`config.mk`:
```
export PLATFORM = sky130hd
export DESIGN_NAME = duel_task_sched
export DESIGN_NICKNAME = d
export VERILOG_FILES = /design/src/rtl/duel_sched_pkg.sv /design/src/rtl/duel_task_ring.sv /design/src/rtl/duel_match_ctrl.sv /design/src/rtl/duel_task_sched.sv
export SDC_FILE = /design/constraint.sdc
export NUM_CORES = 2
export LEC_CHECK = 0
export BUFFER_PORTS_ARGS = -buffer_cell sky130_fd_sc_hd__buf_2
export CAP_MARGIN = 20
export CELL_PAD_IN_SITES_DETAIL_PLACEMENT = 1
export CELL_PAD_IN_SITES_GLOBAL_PLACEMENT = 1
export CORE_MARGIN = 4
export CORE_UTILIZATION = 50
export CTS_CLUSTER_SIZE = 14
export DETAILED_ROUTE_END_ITERATION = 8
export GPL_ROUTABILITY_DRIVEN = 0
export PLACE_DENSITY_LB_ADDON = 0.12
export SLEW_MARGIN = 40
export SYNTH_ARGS = -nofsm -noshare
export SYNTH_HDL_FRONTEND = slang
export SYNTH_SLANG_ARGS = --single-unit
```
`constraint.sdc`:
```
create_clock -name clk -period 7.1 [get_ports clk]
set_input_delay 1.42 -clock clk [delete_from_list [all_inputs] [get_ports clk]]
set_output_delay 1.42 -clock clk [all_outputs]
set_load 0.005 [all_outputs]
```
`src/rtl/duel_sched_pkg.sv`:
```
package duel_sched_pkg;

  typedef enum logic [1:0] {
    RK_CONT  = 2'd0,
    RK_KILL  = 2'd1,
    RK_SPAWN = 2'd2,
    RK_RSVD  = 2'd3
  } res_kind_e;

  typedef enum logic [1:0] {
    WIN_NONE = 2'd0,
    WIN_P0   = 2'd1,
    WIN_P1   = 2'd2,
    WIN_TIE  = 2'd3
  } win_e;

  // Reduce an address that is below twice the modulus into [0, m).
  function automatic logic [31:0] fold_addr(input logic [31:0] a, input logic [31:0] m);
    return (a >= m) ? (a - m) : a;
  endfunction

  // Circular index step: (idx + off) mod depth, for idx < depth and off <= depth.
  function automatic logic [31:0] ring_add(input logic [31:0] idx, input logic [31:0] off,
                                           input logic [31:0] depth);
    logic [31:0] s;
    s = idx + off;
    return (s >= depth) ? (s - depth) : s;
  endfunction

endpackage

```
`src/rtl/duel_task_ring.sv`:
```
module duel_task_ring
  import duel_sched_pkg::*;
#(
  parameter  int CORE_SIZE = 8000,
  parameter  int MAX_TASKS = 64,
  localparam int AW = $clog2(CORE_SIZE),
  localparam int IW = $clog2(MAX_TASKS),
  localparam int CW = $clog2(MAX_TASKS + 1)
) (
  input  logic          clk,
  input  logic          rst_n,
  input  logic [AW-1:0] start_pc,
  input  logic          step,
  input  res_kind_e     kind,
  input  logic [AW-1:0] next_pc,
  input  logic [AW-1:0] spawn_pc,
  output logic [AW-1:0] head_pc,
  output logic [CW-1:0] count
);

  logic [AW-1:0] slot_q [MAX_TASKS];
  logic [IW-1:0] head_q;
  logic [CW-1:0] count_q;

  logic [AW-1:0] next_w, spawn_w, start_w;
  logic [IW-1:0] tail_idx, head_inc;
  logic          full;
  logic          ev_kill, ev_spawn, ev_drop, ev_cont;

  assign next_w   = AW'(fold_addr(32'(next_pc), 32'(CORE_SIZE)));
  assign spawn_w  = AW'(fold_addr(32'(spawn_pc), 32'(CORE_SIZE)));
  assign start_w  = AW'(fold_addr(32'(start_pc), 32'(CORE_SIZE)));
  assign tail_idx = IW'(ring_add(32'(head_q), 32'(count_q), 32'(MAX_TASKS)));
  assign head_inc = IW'(ring_add(32'(head_q), 32'd1, 32'(MAX_TASKS)));
  assign full     = (count_q == CW'(MAX_TASKS));

  // Named events for the assertions
  assign ev_kill  = step && (kind == RK_KILL);
  assign ev_spawn = step && (kind == RK_SPAWN) && !full;
  assign ev_drop  = step && (kind == RK_SPAWN) && full;
  assign ev_cont  = step && !ev_kill && !ev_spawn;

  always_ff @(posedge clk) begin
    if (!rst_n) begin
      for (int i = 0; i < MAX_TASKS; i++) slot_q[i] <= '0;
      slot_q[0] <= start_w;
      head_q    <= '0;
      count_q   <= CW'(1);
    end else if (ev_kill) begin
      head_q  <= head_inc;
      count_q <= count_q - CW'(1);
    end else if (ev_spawn) begin
      slot_q[head_q]   <= spawn_w;
      slot_q[tail_idx] <= next_w;
      count_q          <= count_q + CW'(1);
    end else if (ev_cont) begin
      slot_q[tail_idx] <= next_w;
      head_q           <= head_inc;
    end
  end

  assign head_pc = slot_q[head_q];
  assign count   = count_q;

  AST_COUNT_CAP: assert property (@(posedge clk) disable iff (!rst_n)
    count_q <= CW'(MAX_TASKS));
  AST_KILL_SHRINK: assert property (@(posedge clk) disable iff (!rst_n)
    ev_kill |=> count_q == $past(count_q) - CW'(1));
  AST_SPAWN_NEXT: assert property (@(posedge clk) disable iff (!rst_n)
    ev_spawn |=> (count_q == $past(count_q) + CW'(1)) && (head_pc == $past(spawn_w)));
  AST_SINGLE_CONT: assert property (@(posedge clk) disable iff (!rst_n)
    (ev_cont && count_q == CW'(1)) |=> head_pc == $past(next_w));
  AST_DROP_AT_CAP: assert property (@(posedge clk) disable iff (!rst_n)
    ev_drop |=> count_q == CW'(MAX_TASKS));
  AST_PC_IN_CORE: assert property (@(posedge clk) disable iff (!rst_n)
    32'(head_pc) < 32'(CORE_SIZE));

endmodule

```
`src/rtl/duel_match_ctrl.sv`:
```
module duel_match_ctrl
  import duel_sched_pkg::*;
#(
  parameter int CYC_W = 20,
  parameter int CW    = 7
) (
  input  logic             clk,
  input  logic             rst_n,
  input  logic             accept,
  input  logic [CW-1:0]    cnt0,
  input  logic [CW-1:0]    cnt1,
  input  logic [CYC_W-1:0] cycle_limit,
  output logic             turn,
  output logic             done,
  output win_e             winner
);

  logic             turn_q;
  logic [CYC_W-1:0] cyc_q;
  logic             dead0, dead1, timeout;

  always_ff @(posedge clk) begin
    if (!rst_n) begin
      turn_q <= 1'b0;
      cyc_q  <= '0;
    end else if (accept) begin
      turn_q <= ~turn_q;
      if (turn_q) cyc_q <= cyc_q + CYC_W'(1);
    end
  end

  assign dead0   = (cnt0 == '0);
  assign dead1   = (cnt1 == '0);
  assign timeout = (cyc_q >= cycle_limit);

  always_comb begin
    if (dead0)        winner = WIN_P1;
    else if (dead1)   winner = WIN_P0;
    else if (timeout) winner = WIN_TIE;
    else              winner = WIN_NONE;
  end

  assign done = (winner != WIN_NONE);
  assign turn = turn_q;

  AST_TURN_ALTERNATES: assert property (@(posedge clk) disable iff (!rst_n)
    accept |=> turn_q != $past(turn_q));
  AST_CYCLE_ON_P1: assert property (@(posedge clk) disable iff (!rst_n)
    (accept && !turn_q) |=> $stable(cyc_q));

endmodule

```
`src/rtl/duel_task_sched.sv`:
```
module duel_task_sched
  import duel_sched_pkg::*;
#(
  parameter  int CORE_SIZE = 8000,
  parameter  int MAX_TASKS = 64,
  parameter  int CYC_W     = 20,
  localparam int AW = $clog2(CORE_SIZE),
  localparam int CW = $clog2(MAX_TASKS + 1)
) (
  input  logic             clk,
  input  logic             rst_n,
  input  logic [AW-1:0]    start_pc0,
  input  logic [AW-1:0]    start_pc1,
  input  logic [CYC_W-1:0] cycle_limit,
  input  logic             result_valid,
  input  logic [1:0]       result_kind,
  input  logic [AW-1:0]    result_next,
  input  logic [AW-1:0]    result_spawn,
  output logic             issue_valid,
  output logic             issue_prog,
  output logic [AW-1:0]    issue_pc,
  output logic [CW-1:0]    task_count0,
  output logic [CW-1:0]    task_count1,
  output logic             done,
  output logic [1:0]       winner
);

  logic          turn, accept, done_w;
  win_e          win_w;
  res_kind_e     kind_e;
  logic [AW-1:0] head_a [2];
  logic [CW-1:0] cnt_a  [2];

  assign kind_e = res_kind_e'(result_kind);
  assign accept = issue_valid && result_valid;

  for (genvar g = 0; g < 2; g++) begin : g_prog
    logic [AW-1:0] start_sel;
    logic          step_g;
    assign start_sel = (g == 0) ? start_pc0 : start_pc1;
    assign step_g    = accept && (turn == 1'(g));

    duel_task_ring #(.CORE_SIZE(CORE_SIZE), .MAX_TASKS(MAX_TASKS)) ring_i (
      .clk      (clk),
      .rst_n    (rst_n),
      .start_pc (start_sel),
      .step     (step_g),
      .kind     (kind_e),
      .next_pc  (result_next),
      .spawn_pc (result_spawn),
      .head_pc  (head_a[g]),
      .count    (cnt_a[g])
    );
  end

  duel_match_ctrl #(.CYC_W(CYC_W), .CW(CW)) ctrl_i (
    .clk         (clk),
    .rst_n       (rst_n),
    .accept      (accept),
    .cnt0        (cnt_a[0]),
    .cnt1        (cnt_a[1]),
    .cycle_limit (cycle_limit),
    .turn        (turn),
    .done        (done_w),
    .winner      (win_w)
  );

  assign issue_valid = !done_w;
  assign issue_prog  = turn;
  assign issue_pc    = turn ? head_a[1] : head_a[0];
  assign task_count0 = cnt_a[0];
  assign task_count1 = cnt_a[1];
  assign done        = done_w;
  assign winner      = win_w;

  AST_DONE_FROZEN: assert property (@(posedge clk) disable iff (!rst_n)
    done |=> done && $stable(winner) && $stable(task_count0) && $stable(task_count1));
  AST_ISSUE_LIVE: assert property (@(posedge clk) disable iff (!rst_n)
    issue_valid |-> ((issue_prog ? task_count1 : task_count0) != '0));

endmodule

```
==> impl_results.md <==
* Largest net degree at the start of global routing at 182
* Residual DRC at 0
* Post-cts sizing count at 0
* CP Depth at 8
* # Post-CTS Setup Buffers at 0
* Starting Density at 50.4%
* Area Overhead vs Synth at 9.85%
* Global-route wire length before repair at 574 mm
* Row cnt at 160
* Combinational share of power at 10.9%
* Mapped Cells at 8050
* Vias per Instance at 7.45
* Switching share of power at 26.5%
* Relative slew slack at 33.0%
* EDFF count, synth at 1664
* TritonCTS clock tree: yes
* Final nets at 7845
* Worst R2R End: g_prog[1].ring_i.slot_q[43][9]$_DFFE_PP_
* Total power at 24.4 mW
* Peak VDD IR at 0.259 mV
* Fin crit share at 91.1%
* Setup crit start kind: flop
* Top-area cell type share of the netlist area at 51.9%
* Routed via count at 77410
* Wire per inst at 39.0 um
* Final hold viol count at 0
* Post-Syn Nets at 8182
* Max Clock Skew at 0.0370 ns
* CP endpoint kind: output port
* Leakage at 32.9 nW
* Most frequent cells in the layout: 1944 x nand2_1, 1664 x edfxtp_1, 1240 x o31ai_1
* Ratio of cells with drive above 1 in the final layout at 18.0%
* Inst Count DP at 10024
* Max Fclk at 155 MHz
* Final min period at 6.47 ns
* CP bufs+invs at 2
* Die Y at 447 um
* Slowest-stage cell, CP: dfxtp_4
* Switching power at 6.46 mW
* HPWL Detailed at 262 mm
* Number of synthesized register bits at 1723
* Ys flop type: edfxtp_1
* R2R setup slack at 1.89 ns
* Clk sink count at 1723
* Clk slew on worst S/H paths at 0.06 ns
* Clock share of power at 41.3%
* CP required at 5.68 ns
* Worst-margin pin slew at 1.00 ns
* H-Tree Depth at 4
* Setup TNS at 0 ns
* Ys async rst share at 0%
* Slowest stage delay, CP at 0.81 ns
* RSZ-0062 raised after global routing: false
* HP Class: reg -> reg
* Critical Path AT at 5.05 ns
* Setup crit end: issue_pc[11]
* Final core occ at 55.4%
* Max_cap viols at 0
* Worst skew pair latency at 0.89 ns
* Area post-placement at 99400 um2
* CTS hold repair buffers at 0
* Slew Limit Fails at 0
* Path type of the worst setup path: reg -> out
* Vias in the first global route at 76370
* Layout fillers at 18917
* Die Area at 200000 um2
* Post-route cell area at 106000 um2
* Reg2reg path depth at 9
* Area of the mapped netlist at 96200 um2
* Synth top area cells: edfxtp_1 52%, mux4_2 10%, o31ai_1 9.7%
* Cell Count, Final, Fillers Out at 10396
* GRT Total Usage at 40.1%
* Min-delay src: ctrl_i.cyc_q[19]$_SDFFE_PN0P_
* Starting DRT DRC Count at 12156
* Crit path max fanout at 38
* Internal at 17.9 mW
* Clk buf depth at 3
* R2R Path Start: g_prog[1].ring_i.head_q[0]$_SDFFE_PN0P_
* Core area at 191000 um2
* Commonest non-fill, non-tap cell in the layout: nand2_1
* Synth area leader: edfxtp_1
* Power density over the cells at 230 nW/um2
* Cell breakdown of the critical path: buf_4, mux4_2, mux4_2, nand2_1, o21ai_0, a21oi_1, o21ai_0, buf_2
* WHS at 0.515 ns
* Num ports at 109
* Post-route setup slack at 0.632 ns
* IO Port Bufs at 108
* Initial antenna violation count at 20
* Distinct cells, synth at 69
* Root Driver: clkbuf_16
* Antenna-violating nets left at 0
* First-pass iteration count of the detailed router at 7
* Post-Syn Area per Cell at 12.0 um2
* Cts bufs inserted at 192
* Cell family with most CP delay: compound AO/OA/AOI/OAI gates
* Yosys warnings at 0
* Gr ovfl total at 0
* Horiz. Die Dim at 447 um
* Sequential Power Share at 47.8%
* Place WS at 1.39 ns
* Hold path depth at 2
* Register area share after synthesis at 53.2%
* Setup Viol. Count Final at 0
* Status: completed
* Routed WL at 405 mm
## area by class of cell
class | count | area [um2] | area share, %
clock buffer | 261 | 5250 | 4.97
timing repair buffer | 435 | 3570 | 3.38
tap | 2511 | 3140 | 2.97
multi-input combinational | 5309 | 41500 | 39.2
antenna | 12 | 30.0 | 0.0284
inverter | 52 | 200 | 0.189
sequential | 1723 | 51200 | 48.4
clock inverter | 93 | 873 | 0.826
## how the worst min path moves through the flow
stage	endpoint	slack, ns
after global routing	ctrl_i.cyc_q[19]$_SDFFE_PN0P_	0.54
after floorplan	ctrl_i.cyc_q[14]$_SDFFE_PN0P_	0.46
after CTS	ctrl_i.cyc_q[19]$_SDFFE_PN0P_	0.51
final	ctrl_i.cyc_q[19]$_SDFFE_PN0P_	0.52
after global placement	ctrl_i.cyc_q[19]$_SDFFE_PN0P_	0.49
after detailed placement	ctrl_i.cyc_q[19]$_SDFFE_PN0P_	0.50
## power groups by stage
stage / registers [mW] / logic, mW / clock network (mW)
after floorplan: 11.7 / 1.45 / 0
after CTS: 11.6 / 2.56 / 10.0
final: 11.6 / 2.64 / 10.1
after detailed placement: 11.9 / 2.55 / 0
after global routing: 11.7 / 2.66 / 10.5
after global placement: 11.8 / 2.50 / 0
## worst min-delay path, cell delays in order, from the launching register on
cell     delay (ns)
dfxtp_1        0.34
nand2_1        0.07
mux2i_1        0.06
## cell usage after synthesis (35+ instances only)
master and instances:
nor4_4 91, dfxtp_1 59, buf_1 103, nor4_2 35
mux4_2 441, a21oi_1 82, nand3_1 123, nand2_1 1992
nor2_1 118, mux2i_1 115, edfxtp_1 1664, buf_2 307
ha_1 51, nor3_1 50, clkbuf_1 508, inv_1 51
o21ai_0 35, a311o_1 109, o41ai_1 387, o221ai_1 36
o31ai_1 1240, xnor2_1 41
## flip-flops by register name, indices dropped and copies added (netlist names), named ones only
name,cells
g_prog.ring_i.slot_q,1664
ctrl_i.cyc_q,20
g_prog.ring_i.count,14
g_prog.ring_i.head_q,12
ctrl_i.turn,1
## cell families after synthesis
kind of cell             after synthesis  share of synthesized area, %
AND/OR/NAND/NOR                     2598                          12.9
AO/OA/AOI/OAI                       2047                          16.5
flip-flops                          1723                          53.2
buffers and inverters               1018                          4.64
multiplexers                         560                          11.6
adder cells (fa/ha/maj)               55                         0.746
XOR/XNOR                              49                         0.446
## metal layers
metal	vias up	share of wire [%]	global-route usage, %
li1	31209	-	-
met1	39219	34	49.1
met2	5431	45	61.9
met3	1539	11	8.96
met4	12	9.7	31.1
met5	-	0.020	0
(Power assumes the default switching activity.)
